**src/rtl/cpx_pkg.sv**
```systemverilog
package cpx_pkg;
  localparam int OP_W   = 3;
  localparam int FLAG_W = 4;
  localparam int CC_W   = 4;
  localparam int IMM_W  = OP_W + FLAG_W + CC_W;
  localparam int OP_LSB = 0;
  localparam int FI_LSB = OP_LSB + OP_W;
  localparam int CC_LSB = FI_LSB + FLAG_W;

  localparam logic [OP_W-1:0] OP_NONE   = 3'b000;
  localparam logic [OP_W-1:0] OP_SET    = 3'b001;
  localparam logic [OP_W-1:0] OP_REF    = 3'b010;
  localparam logic [OP_W-1:0] OP_SETREF = 3'b011;
  localparam logic [OP_W-1:0] OP_CSET   = 3'b110;

  localparam logic [CC_W-1:0] CC_ALWAYS = 4'he;

  // flag bit positions in flags vectors
  localparam int F_N = 3;
  localparam int F_Z = 2;
  localparam int F_C = 1;
  localparam int F_V = 0;

  typedef struct packed {
    logic              valid;
    logic [OP_W-1:0]   op;
    logic [FLAG_W-1:0] fimm;
    logic [CC_W-1:0]   cc;
  } pend_t;

  function automatic logic op_reserved(input logic [OP_W-1:0] op);
    case (op)
      OP_NONE, OP_SET, OP_REF, OP_SETREF, OP_CSET: op_reserved = 1'b0;
      default:                                     op_reserved = 1'b1;
    endcase
  endfunction
endpackage

```
**src/rtl/cpx_mode_track.sv**
```systemverilog
module cpx_mode_track #(
  parameter int ADDR_W   = 32,
  parameter int MODE_BIT = 0
) (
  input  logic              clk_i,
  input  logic              rst_ni,
  input  logic              ijmp_valid_i,
  input  logic [ADDR_W-1:0] ijmp_target_i,
  output logic              ext_mode_o
);
  logic mode_q;

  always_ff @(posedge clk_i or negedge rst_ni) begin
    if (!rst_ni)           mode_q <= 1'b0;
    else if (ijmp_valid_i) mode_q <= ijmp_target_i[MODE_BIT];
  end

  assign ext_mode_o = mode_q;
endmodule

```
**src/rtl/cpx_prefix_dec.sv**
```systemverilog
module cpx_prefix_dec
  import cpx_pkg::*;
(
  input  logic             prefix_valid_i,
  input  logic             ext_mode_i,
  input  logic [IMM_W-1:0] prefix_imm_i,
  output logic             seen_o,
  output logic             load_o,
  output logic             illegal_o,
  output pend_t            fields_o
);
  logic [OP_W-1:0] op;

  assign op       = prefix_imm_i[OP_LSB +: OP_W];
  assign seen_o   = prefix_valid_i & ext_mode_i;
  assign illegal_o = seen_o & op_reserved(op);
  assign load_o   = seen_o & ~op_reserved(op);

  always_comb begin
    fields_o       = '0;
    fields_o.valid = 1'b1;
    fields_o.op    = op;
    fields_o.fimm  = prefix_imm_i[FI_LSB +: FLAG_W];
    fields_o.cc    = prefix_imm_i[CC_LSB +: CC_W];
  end
endmodule

```
**src/rtl/cpx_pend_reg.sv**
```systemverilog
module cpx_pend_reg
  import cpx_pkg::*;
(
  input  logic  clk_i,
  input  logic  rst_ni,
  input  logic  flush_i,
  input  logic  seen_i,
  input  logic  load_i,
  input  pend_t fields_i,
  input  logic  consume_i,
  output pend_t pend_o
);
  pend_t pend_q;

  // jump flush wins, then a new prefix (legal loads, reserved empties), then use
  always_ff @(posedge clk_i or negedge rst_ni) begin
    if (!rst_ni)        pend_q <= '0;
    else if (flush_i)   pend_q <= '0;
    else if (seen_i)    pend_q <= load_i ? fields_i : '0;
    else if (consume_i) pend_q <= '0;
  end

  assign pend_o = pend_q;
endmodule

```
**src/rtl/cpx_issue_ctl.sv**
```systemverilog
module cpx_issue_ctl
  import cpx_pkg::*;
(
  input  logic              fire_i,
  input  logic              ext_mode_i,
  input  pend_t             pend_i,
  input  logic [FLAG_W-1:0] flags_i,
  output logic              commit_o,
  output logic              flag_set_o,
  output logic              flag_ref_o,
  output logic              flag_cset_o,
  output logic [FLAG_W-1:0] cset_val_o
);
  logic n, z, c, v, pass;

  assign n = flags_i[F_N];
  assign z = flags_i[F_Z];
  assign c = flags_i[F_C];
  assign v = flags_i[F_V];

  always_comb begin
    case (pend_i.cc)
      4'd0:    pass = z;
      4'd1:    pass = ~z;
      4'd2:    pass = c;
      4'd3:    pass = ~c;
      4'd4:    pass = n;
      4'd5:    pass = ~n;
      4'd6:    pass = v;
      4'd7:    pass = ~v;
      4'd8:    pass = c & ~z;
      4'd9:    pass = ~c | z;
      4'd10:   pass = (n == v);
      4'd11:   pass = (n != v);
      4'd12:   pass = ~z & (n == v);
      4'd13:   pass = z | (n != v);
      default: pass = 1'b1;
    endcase
  end

  always_comb begin
    commit_o    = fire_i;
    flag_set_o  = 1'b0;
    flag_ref_o  = 1'b0;
    flag_cset_o = 1'b0;
    cset_val_o  = '0;
    if (fire_i && ext_mode_i && pend_i.valid) begin
      case (pend_i.op)
        OP_NONE:   commit_o = pass;
        OP_SET:    flag_set_o = 1'b1;
        OP_REF:    flag_ref_o = 1'b1;
        OP_SETREF: begin
          flag_set_o = 1'b1;
          flag_ref_o = 1'b1;
        end
        OP_CSET: begin
          flag_set_o  = pass;
          flag_cset_o = ~pass;
          cset_val_o  = pass ? '0 : pend_i.fimm;
        end
        default: ;
      endcase
    end
  end
endmodule

```
**src/rtl/cond_prefix_unit.sv**
```systemverilog
module cond_prefix_unit
  import cpx_pkg::*;
#(
  parameter int ADDR_W   = 32,
  parameter int MODE_BIT = 0
) (
  input  logic              clk_i,
  input  logic              rst_ni,
  input  logic              ijmp_valid_i,
  input  logic [ADDR_W-1:0] ijmp_target_i,
  input  logic              prefix_valid_i,
  input  logic [IMM_W-1:0]  prefix_imm_i,
  input  logic              issue_valid_i,
  input  logic [FLAG_W-1:0] flags_i,
  output logic              ext_mode_o,
  output logic              commit_o,
  output logic              flag_set_o,
  output logic              flag_ref_o,
  output logic              flag_cset_o,
  output logic [FLAG_W-1:0] cset_val_o,
  output logic              illegal_o
);
  logic  ext_mode, seen, load, fire;
  pend_t fields, pend;

  assign fire = issue_valid_i & ~prefix_valid_i;

  cpx_mode_track #(.ADDR_W(ADDR_W), .MODE_BIT(MODE_BIT)) u_mode (
    .clk_i         (clk_i),
    .rst_ni        (rst_ni),
    .ijmp_valid_i  (ijmp_valid_i),
    .ijmp_target_i (ijmp_target_i),
    .ext_mode_o    (ext_mode)
  );

  cpx_prefix_dec u_dec (
    .prefix_valid_i (prefix_valid_i),
    .ext_mode_i     (ext_mode),
    .prefix_imm_i   (prefix_imm_i),
    .seen_o         (seen),
    .load_o         (load),
    .illegal_o      (illegal_o),
    .fields_o       (fields)
  );

  cpx_pend_reg u_pend (
    .clk_i     (clk_i),
    .rst_ni    (rst_ni),
    .flush_i   (ijmp_valid_i),
    .seen_i    (seen),
    .load_i    (load),
    .fields_i  (fields),
    .consume_i (fire),
    .pend_o    (pend)
  );

  cpx_issue_ctl u_ctl (
    .fire_i      (fire),
    .ext_mode_i  (ext_mode),
    .pend_i      (pend),
    .flags_i     (flags_i),
    .commit_o    (commit_o),
    .flag_set_o  (flag_set_o),
    .flag_ref_o  (flag_ref_o),
    .flag_cset_o (flag_cset_o),
    .cset_val_o  (cset_val_o)
  );

  assign ext_mode_o = ext_mode;
endmodule

```
**config.mk**
```make
export PLATFORM = sky130hd
export DESIGN_NAME = cond_prefix_unit
export DESIGN_NICKNAME = d
export VERILOG_FILES = /design/src/rtl/cpx_pkg.sv /design/src/rtl/cpx_mode_track.sv /design/src/rtl/cpx_prefix_dec.sv /design/src/rtl/cpx_pend_reg.sv /design/src/rtl/cpx_issue_ctl.sv /design/src/rtl/cond_prefix_unit.sv
export SDC_FILE = /design/constraint.sdc
export NUM_CORES = 1
export LEC_CHECK = 0
export CAP_MARGIN = 20
export CORE_AREA = 2 2 42 73
export CTS_CLUSTER_DIAMETER = 100
export DETAILED_ROUTE_END_ITERATION = 6
export DIE_AREA = 0 0 44 75
export PLACE_DENSITY_LB_ADDON = 0.1
export SLEW_MARGIN = 30
export SYNTH_ARGS = -nofsm -noshare
export SYNTH_HDL_FRONTEND = slang
export SYNTH_SLANG_ARGS = --single-unit
```
**constraint.sdc**
```tcl
create_clock -name clk_i -period 1.8 [get_ports clk_i]
set_input_delay 0.27 -clock clk_i [delete_from_list [all_inputs] [get_ports clk_i]]
set_output_delay 0.27 -clock clk_i [all_outputs]
set_load 0.01 [all_outputs]
```
==> results of run 1 <==
per-stage QoR:
stage	setup slack [ns]	utilization, %	instance area [sq um]	std cells	power [mW]
final	-0.554	47.3	1270	144	0.749
after global routing	-0.644	47.3	1270	144	0.788
after CTS	-0.663	47.2	1270	144	0.758
after detailed placement	-1.07	43.8	1180	136	0.477
after global placement	-1.04	43.8	1180	136	0.475
after floorplan	-0.138	-	731	65	0.376
worst reg2reg max path, stage by stage (launching register included):
cell and delay, ns:
dfrtp_1 0.40, buf_4 0.15, nand2_1 0.07, buf_4 0.11
nor3b_1 0.19, buf_4 0.23, a22o_1 0.16
state kept, by name, indices dropped and copies added, names as in the netlist:
name               count
u_mode.ext_mode_o      1
u_pend.pend_o         12
cell families after synthesis:
logic type                after synthesis
AOI/OAI and AO/OA                      19
xor gates and xnor gates                3
buffers and inverters                   5
DFF                                    13
muxes                                   3
and+or+nand+nor                        22
per-layer routing:
layer | part of all wire, % | GRT usage, %
met1 | 37 | 15.7
met2 | 56 | 26.5
met3 | 5.0 | 3.12
met4 | 1.8 | 6.06
met5 | 0 | 0
what timing repair did:
item	4_1_cts	5_1_grt
pin swaps	7	6
endpoints found under the setup margin	9	8
resized for setup	42	9
setup buffers	4	0
how the worst max path moves through the flow:
stage / from / depth (start not counted) / end
final: u_pend.pend_o[1] / 7 / cset_val_o[3]
after global routing: u_pend.pend_o[1] / 7 / cset_val_o[1]
after CTS: u_pend.pend_o[1] / 7 / cset_val_o[3]
after detailed placement: prefix_valid_i / 7 / cset_val_o[3]
after global placement: issue_valid_i / 7 / cset_val_o[2]
after floorplan: u_pend.pend_o[1] / 5 / cset_val_o[0]
report_power, final:
| group | switching [mW] | internal, mW | leakage (nW) |
|---|---|---|---|
| combinational | 0.0680 | 0.0987 | 0.408 |
| clock | 0.110 | 0.156 | 0.0228 |
| sequential | 0.0102 | 0.305 | 0.175 |
| total | 0.188 | 0.560 | 0.606 |
cell type report:
class	count	area share [%]
sequential	13	25.6
multi-input combinational	47	33.2
inverter	3	0.884
timing repair buffer	50	34.1
tap	27	2.65
clock buffer	4	3.54
placed cells by master (no fill, tap or decap), types with 2 or more instances in the layout:
cell type         n
nor3b_1           2
dfrtp_1          12
nand2_1           3
buf_6             3
clkdlybuf4s50_1  15
dlygate4sd2_1     5
and2_4            2
buf_2             4
a22o_1           11
nor2_1            3
clkbuf_8          3
nor2b_1           2
buf_4            20
inv_1             3
and2_1            2
dlymetal6s2s_1    2
==> run_results.csv, run 1 <==
group,metric,value,unit
cts,cts_sinks,13,
run_status,outcome,"complete, but fails checks",
logic_synthesis,yosys.area.top_type,"dfrtp_1",
logic_synthesis,yosysMostFrequentCell,"dfrtp_1",
floorplan,die-height,75,um
sta,fin_tns_setup,-3.34,ns
logic_synthesis,synth_seq_cells,13,
sta,finalSetupViolations,7,
routing,postRouteAntennaNets,0,
worst_setup_path,slowest_stage,"mux4_2",
sta,worstMarginPinSlew,0.649,ns
logic_synthesis,yosys.area_share.simple,19.7,%
sta,max-slew-margin-rel,56.4,%
global_route,grt-ovfl-total,0,
placed_design,gp_congestion,0.739,
routing,vias,726,
worst_setup_path,r2r-end,"u_pend.pend_o[0]",
sta,fin_crit_sh,131,%
logic_synthesis,synth-seq-area-share,44.5,%
job,maxCapViolations,0,
cells_and_area,fillCellCount,277,
logic_synthesis,synth_commonest_cells,"dfrtp_1 (13), a22o_1 (11), and2_1 (4), nor2_1 (4)",
run_status,violations,"negative setup slack",
worst_setup_path,path_class,"flop to primary output",
sta,setup_ws,-0.554,ns
logic_synthesis,synth_edf_count,0,
floorplan,start_util,27.2,%
cts,cts_inserted_buffers,3,
floorplan,ios,62,
worst_setup_path,rr_worst_depth,6,
logic_synthesis,synth.top_cells.by_area,"dfrtp_1 (45%), a22o_1 (13%), a2111oi_4 (3.8%)",
cts,clockBufferDepth,2,
floorplan,dieArea,3300,sq um
cells_and_area,drive_gt1_share,38.5,%
sta,rsz0062_at_grt,"true",
routing,drt_drc_violations_left,0,
sta,fin_hold_ws,0.412,ns
cts,path_clk_slew,0.06,ns
worst_setup_path,cp-end-kind,"primary output",
logic_synthesis,ys.flop_type,"dfrtp_1",
worst_setup_path,cp.arrival,2.08,ns
cts,root_buffer,"clkbuf_8",
worst_setup_path,reg2reg_from,"u_mode.ext_mode_o",
sta,hold_violations,0,
logic_synthesis,synth-xor-area-share,3.60,%
cells_and_area,areaGrowthSynthToFinish,74.3,%
cts,hold_buffers,0,
power_and_ir_drop,p_leak,0.606,nW
cells_and_area,antenna_cells,0,
global_route,grt_pass1_wl,3550,um
cells_and_area,nNetsFinal,170,
power_and_ir_drop,power_per_cell_area,588,nW/um^2
worst_setup_path,critPathMaxStageDelay,0.53,ns
sta,finalMaxSlewViolations,0,
logic_synthesis,ys_warn_count,0,
logic_synthesis,synth_compound_area_share,23.6,%
routing,vias_per_cell,5.04,
worst_setup_path,rrSetupSlack,0.41,ns
logic_synthesis,avgSynthCellArea,11.2,sq um
cells_and_area,multiInputGateArea,423,sq um
global_route,grt.total_usage,14.5,%
placed_design,io_buffers,30,
global_route,first_global_vias,793,
logic_synthesis,syn-num-nets,117,
routing,routed_wl,2110,um
cts,clk_latency,0.25,ns
sta,fin_crit,2.35,ns
routing,firstDrtPassIters,2,
logic_synthesis,synthMuxAreaShare,5.99,%
sta,skew,0.0103,ns
logic_synthesis,synth-adder-area-share,0,%
worst_setup_path,crit_family,"multiplexers",
cts,cts_tree,"yes",
cells_and_area,ff_latch_area,327,sq um
global_route,grt_max_degree,14,
routing,drt_iter0_markers,5,
placed_design,place_hpwl,1610,um
logic_synthesis,synth_top_family_by_area,"compound AO/OA/AOI/OAI gates",
worst_setup_path,crit_path_cell_trace,"mux4_2 > xnor2_2 > nor2_2 > a2111oi_4 > buf_4 > and2_4 > buf_6",
floorplan,die_width,44,um
logic_synthesis,yosys.area.top_type_share,44.5,%
worst_hold_path,hold_path_class,"primary input to async pin",
power_and_ir_drop,ir_worst_vdd,0.387,mV
worst_setup_path,critPathMaxFanout,4,
routing,wire_per_inst,14.6,um
worst_setup_path,crit_required,1.53,ns
logic_synthesis,synthDistinctLibCells,27,
global_route,antenna_found_initial,0,
floorplan,coreArea,2690,sq um
logic_synthesis,async_flop_share,100,%
floorplan,rows,25,
worst_setup_path,critPathBufInv,2,
sta,max_freq,425,MHz
logic_synthesis,syn_area,731,sq um
logic_synthesis,synth_cells,65,
worst_setup_path,crit_path_start_kind,"flop",
cts,cts-htree-levels,1,
No activity file was read; power rests on OpenSTA's default activity.
==> inputs of run 2 (changes only) <==
CTS_CLUSTER_SIZE = 12   (was unset)
==> results of run 2 <==
Final layout, timing and power as in run 1 (identical DEF).
==> inputs of run 3 (changes only) <==
==> constraint.sdc (replaced) <==
create_clock -name clk_i -period 1.8 [get_ports clk_i]
set_input_delay 0.18 -clock clk_i [delete_from_list [all_inputs] [get_ports clk_i]]
set_output_delay 0.18 -clock clk_i [all_outputs]
set_load 0.01 [all_outputs]
==> run_results.csv, run 3 (synthesized netlist as in run 1, its figures left out) <==
group,metric,value,unit
run_status,outcome,"complete, but fails checks",
run_status,violations,"negative setup slack",
sta,fin_tns_setup,-2.51,ns
worst_setup_path,path_depth,7,
sta,max_freq,457,MHz
cells_and_area,drive_gt1_share,31.0,%
cts,cts_inserted_buffers,3,
placed_design,placed_cells,134,
cts,path_clk_slew,0.06,ns
placed_design,io_buffers,30,
sta,worstMarginPinSlew,0.636,ns
cts,clockBufferDepth,2,
cts,clk_latency,0.24,ns
routing,firstDrtPassIters,4,
routing,routed_wl,2040,um
placed_design,placed_area,1160,sq um
global_route,grt-ovfl-total,0,
global_route,first_global_vias,754,
worst_setup_path,crit_path_cell_trace,"clkdlybuf4s50_1 > xor2_1 > xnor2_1 > and4_1 > a2111oi_4 > and2_1 > buf_2",
worst_setup_path,crit_end,"cset_val_o[2]",
worst_setup_path,cp.arrival,2.01,ns
floorplan,rows,25,
power_and_ir_drop,p_clk_share,35.0,%
job,maxCapViolations,0,
global_route,antenna_found_initial,0,
placed_design,place_hpwl,1530,um
cells_and_area,nNetsFinal,166,
sta,hold_violations,0,
sta,skew,0.00446,ns
sta,fin_crit_sh,122,%
cells_and_area,design_area,1210,sq um
worst_setup_path,r2r-end,"u_pend.pend_o[4]",
cts,cts_sinks,13,
worst_setup_path,slowest_stage,"clkdlybuf4s50_1",
placed_design,post-place-ws,-0.893,ns
routing,postRouteAntennaNets,0,
floorplan,start_util,27.2,%
floorplan,coreArea,2690,sq um
routing,wire_per_inst,14.6,um
routing,routed.top_layer,"met4",
sta,finalMaxSlewViolations,0,
worst_setup_path,crit_path_start_kind,"primary input",
routing,vias_per_cell,4.93,
sta,rsz0062_at_grt,"true",
routing,met3_length,88,um
global_route,grt_pass1_wl,3310,um
sta,fin_hold_ws,0.336,ns
worst_setup_path,cp-end-kind,"primary output",
floorplan,ios,62,
power_and_ir_drop,ir_worst_vdd,0.326,mV
routing,drt_drc_violations_left,0,
routing,vias,690,
cts,cts-htree-levels,1,
worst_hold_path,hold_path_class,"primary input to async pin",
global_route,grt_max_degree,14,
worst_setup_path,crit_family,"buffers and inverters",
routing,wl_met1,858,um
power_and_ir_drop,power.total,0.739,mW
worst_setup_path,rr_worst_depth,5,
power_and_ir_drop,p_switching,0.180,mW
power_and_ir_drop,p_leak,0.575,nW
floorplan,die_width,44,um
cells_and_area,fin_util,45.1,%
cts,root_buffer,"clkbuf_8",
sta,max-slew-margin-rel,57.5,%
cts,cts_tree,"yes",
cells_and_area,final_cells,140,
power_and_ir_drop,p_int,0.560,mW
routing,drt_iter0_markers,16,
worst_setup_path,path_class,"primary input to primary output",
cells_and_area,areaGrowthSynthToFinish,66.1,%
power_and_ir_drop,p_sw_share,24.3,%
global_route,grt.total_usage,13.6,%
power_and_ir_drop,power_per_cell_area,609,nW/um^2
worst_setup_path,crit_required,1.62,ns
routing,wl_met2,1070,um
cells_and_area,layout_common_cells,"clkdlybuf4s50_1 (20), buf_4 (16), dfrtp_1 (13)",
sta,fin_crit,2.19,ns
floorplan,die-height,75,um
worst_setup_path,reg2reg_from,"u_mode.ext_mode_o",
worst_setup_path,critPathMaxStageDelay,0.49,ns
worst_setup_path,critPathMaxFanout,5,
power_and_ir_drop,comb_power_share,22.4,%
cells_and_area,largest_reg_flops,12,
cells_and_area,fillCellCount,280,
placed_design,gp_congestion,0.766,
cells_and_area,antenna_cells,0,
cells_and_area,final_common_cell,"clkdlybuf4s50_1",
worst_setup_path,setup.worst_path.start,"flags_i[3]",
power_and_ir_drop,seq_power_share,42.5,%
sta,finalSetupViolations,7,
worst_setup_path,critPathBufInv,2,
sta,setup_ws,-0.390,ns
worst_setup_path,rrSetupSlack,0.52,ns
floorplan,dieArea,3300,sq um
[run 3: changes by cell type in the layout (fill, tap and decap cells not counted), sizes merged]
cell,previous run,this run
clkdlybuf4s50,15,20
dlygate4sd2,5,1
buf,27,23
clkdlybuf4s15,1,0
[run 3: final cells by class]
| cell class | instances | area [sq um] | area share (%) |
|---|---|---|---|
| Timing Repair Buffer | 46 | 389 | 32.1 |
| Inverter | 3 | 11.3 | 0.928 |
| Sequential cell | 13 | 325 | 26.8 |
| Multi-Input combinational cell | 47 | 409 | 33.7 |
| Clock buffer | 4 | 45.0 | 3.71 |
| Tap cell | 27 | 33.8 | 2.78 |
[run 3: power by group through the flow]
stage	Combinational, mW	Sequential, mW	Clock, mW
floorplan	0.0543	0.321	0
global placement	0.150	0.320	0
detailed placement	0.151	0.320	0
CTS	0.166	0.315	0.269
global route	0.180	0.316	0.284
finish	0.166	0.314	0.259
[run 3: per-layer routing]
metal	GRT usage, %	vias up
li1	-	335
met1	15.7	335
met2	23.9	18
met3	1.68	2
met4	7.07	0
met5	0	-
[run 3: how the worst min path moves through the flow]
stage                                start                end  slack [ns]  depth (start not counted)
final                               rst_ni   u_pend.pend_o[0]        0.34                          1
after global routing                rst_ni   u_pend.pend_o[4]        0.37                          1
after CTS                           rst_ni   u_pend.pend_o[4]        0.36                          1
after detailed placement  u_pend.pend_o[7]   u_pend.pend_o[7]        0.48                          1
after global placement    u_pend.pend_o[6]   u_pend.pend_o[6]        0.48                          1
after floorplan                     rst_ni  u_mode.ext_mode_o       -0.12                          0
[run 3: what timing repair did]
| item | 4_1_cts | 5_1_grt |
|---|---|---|
| resized for setup | 34 | 2 |
| pin swaps | 7 | 7 |
| setup endpoints to repair | 8 | 7 |
| buffers inserted | 1 | 1 |
| hold buffers | 0 | 0 |
[run 3: worst reg2reg max path: stages, from the launching register on]
cell and delay (ns):
dfrtp_1 0.39, buf_4 0.15, nand2_1 0.10, nor3b_1 0.19, buf_4 0.22, a22o_1 0.17
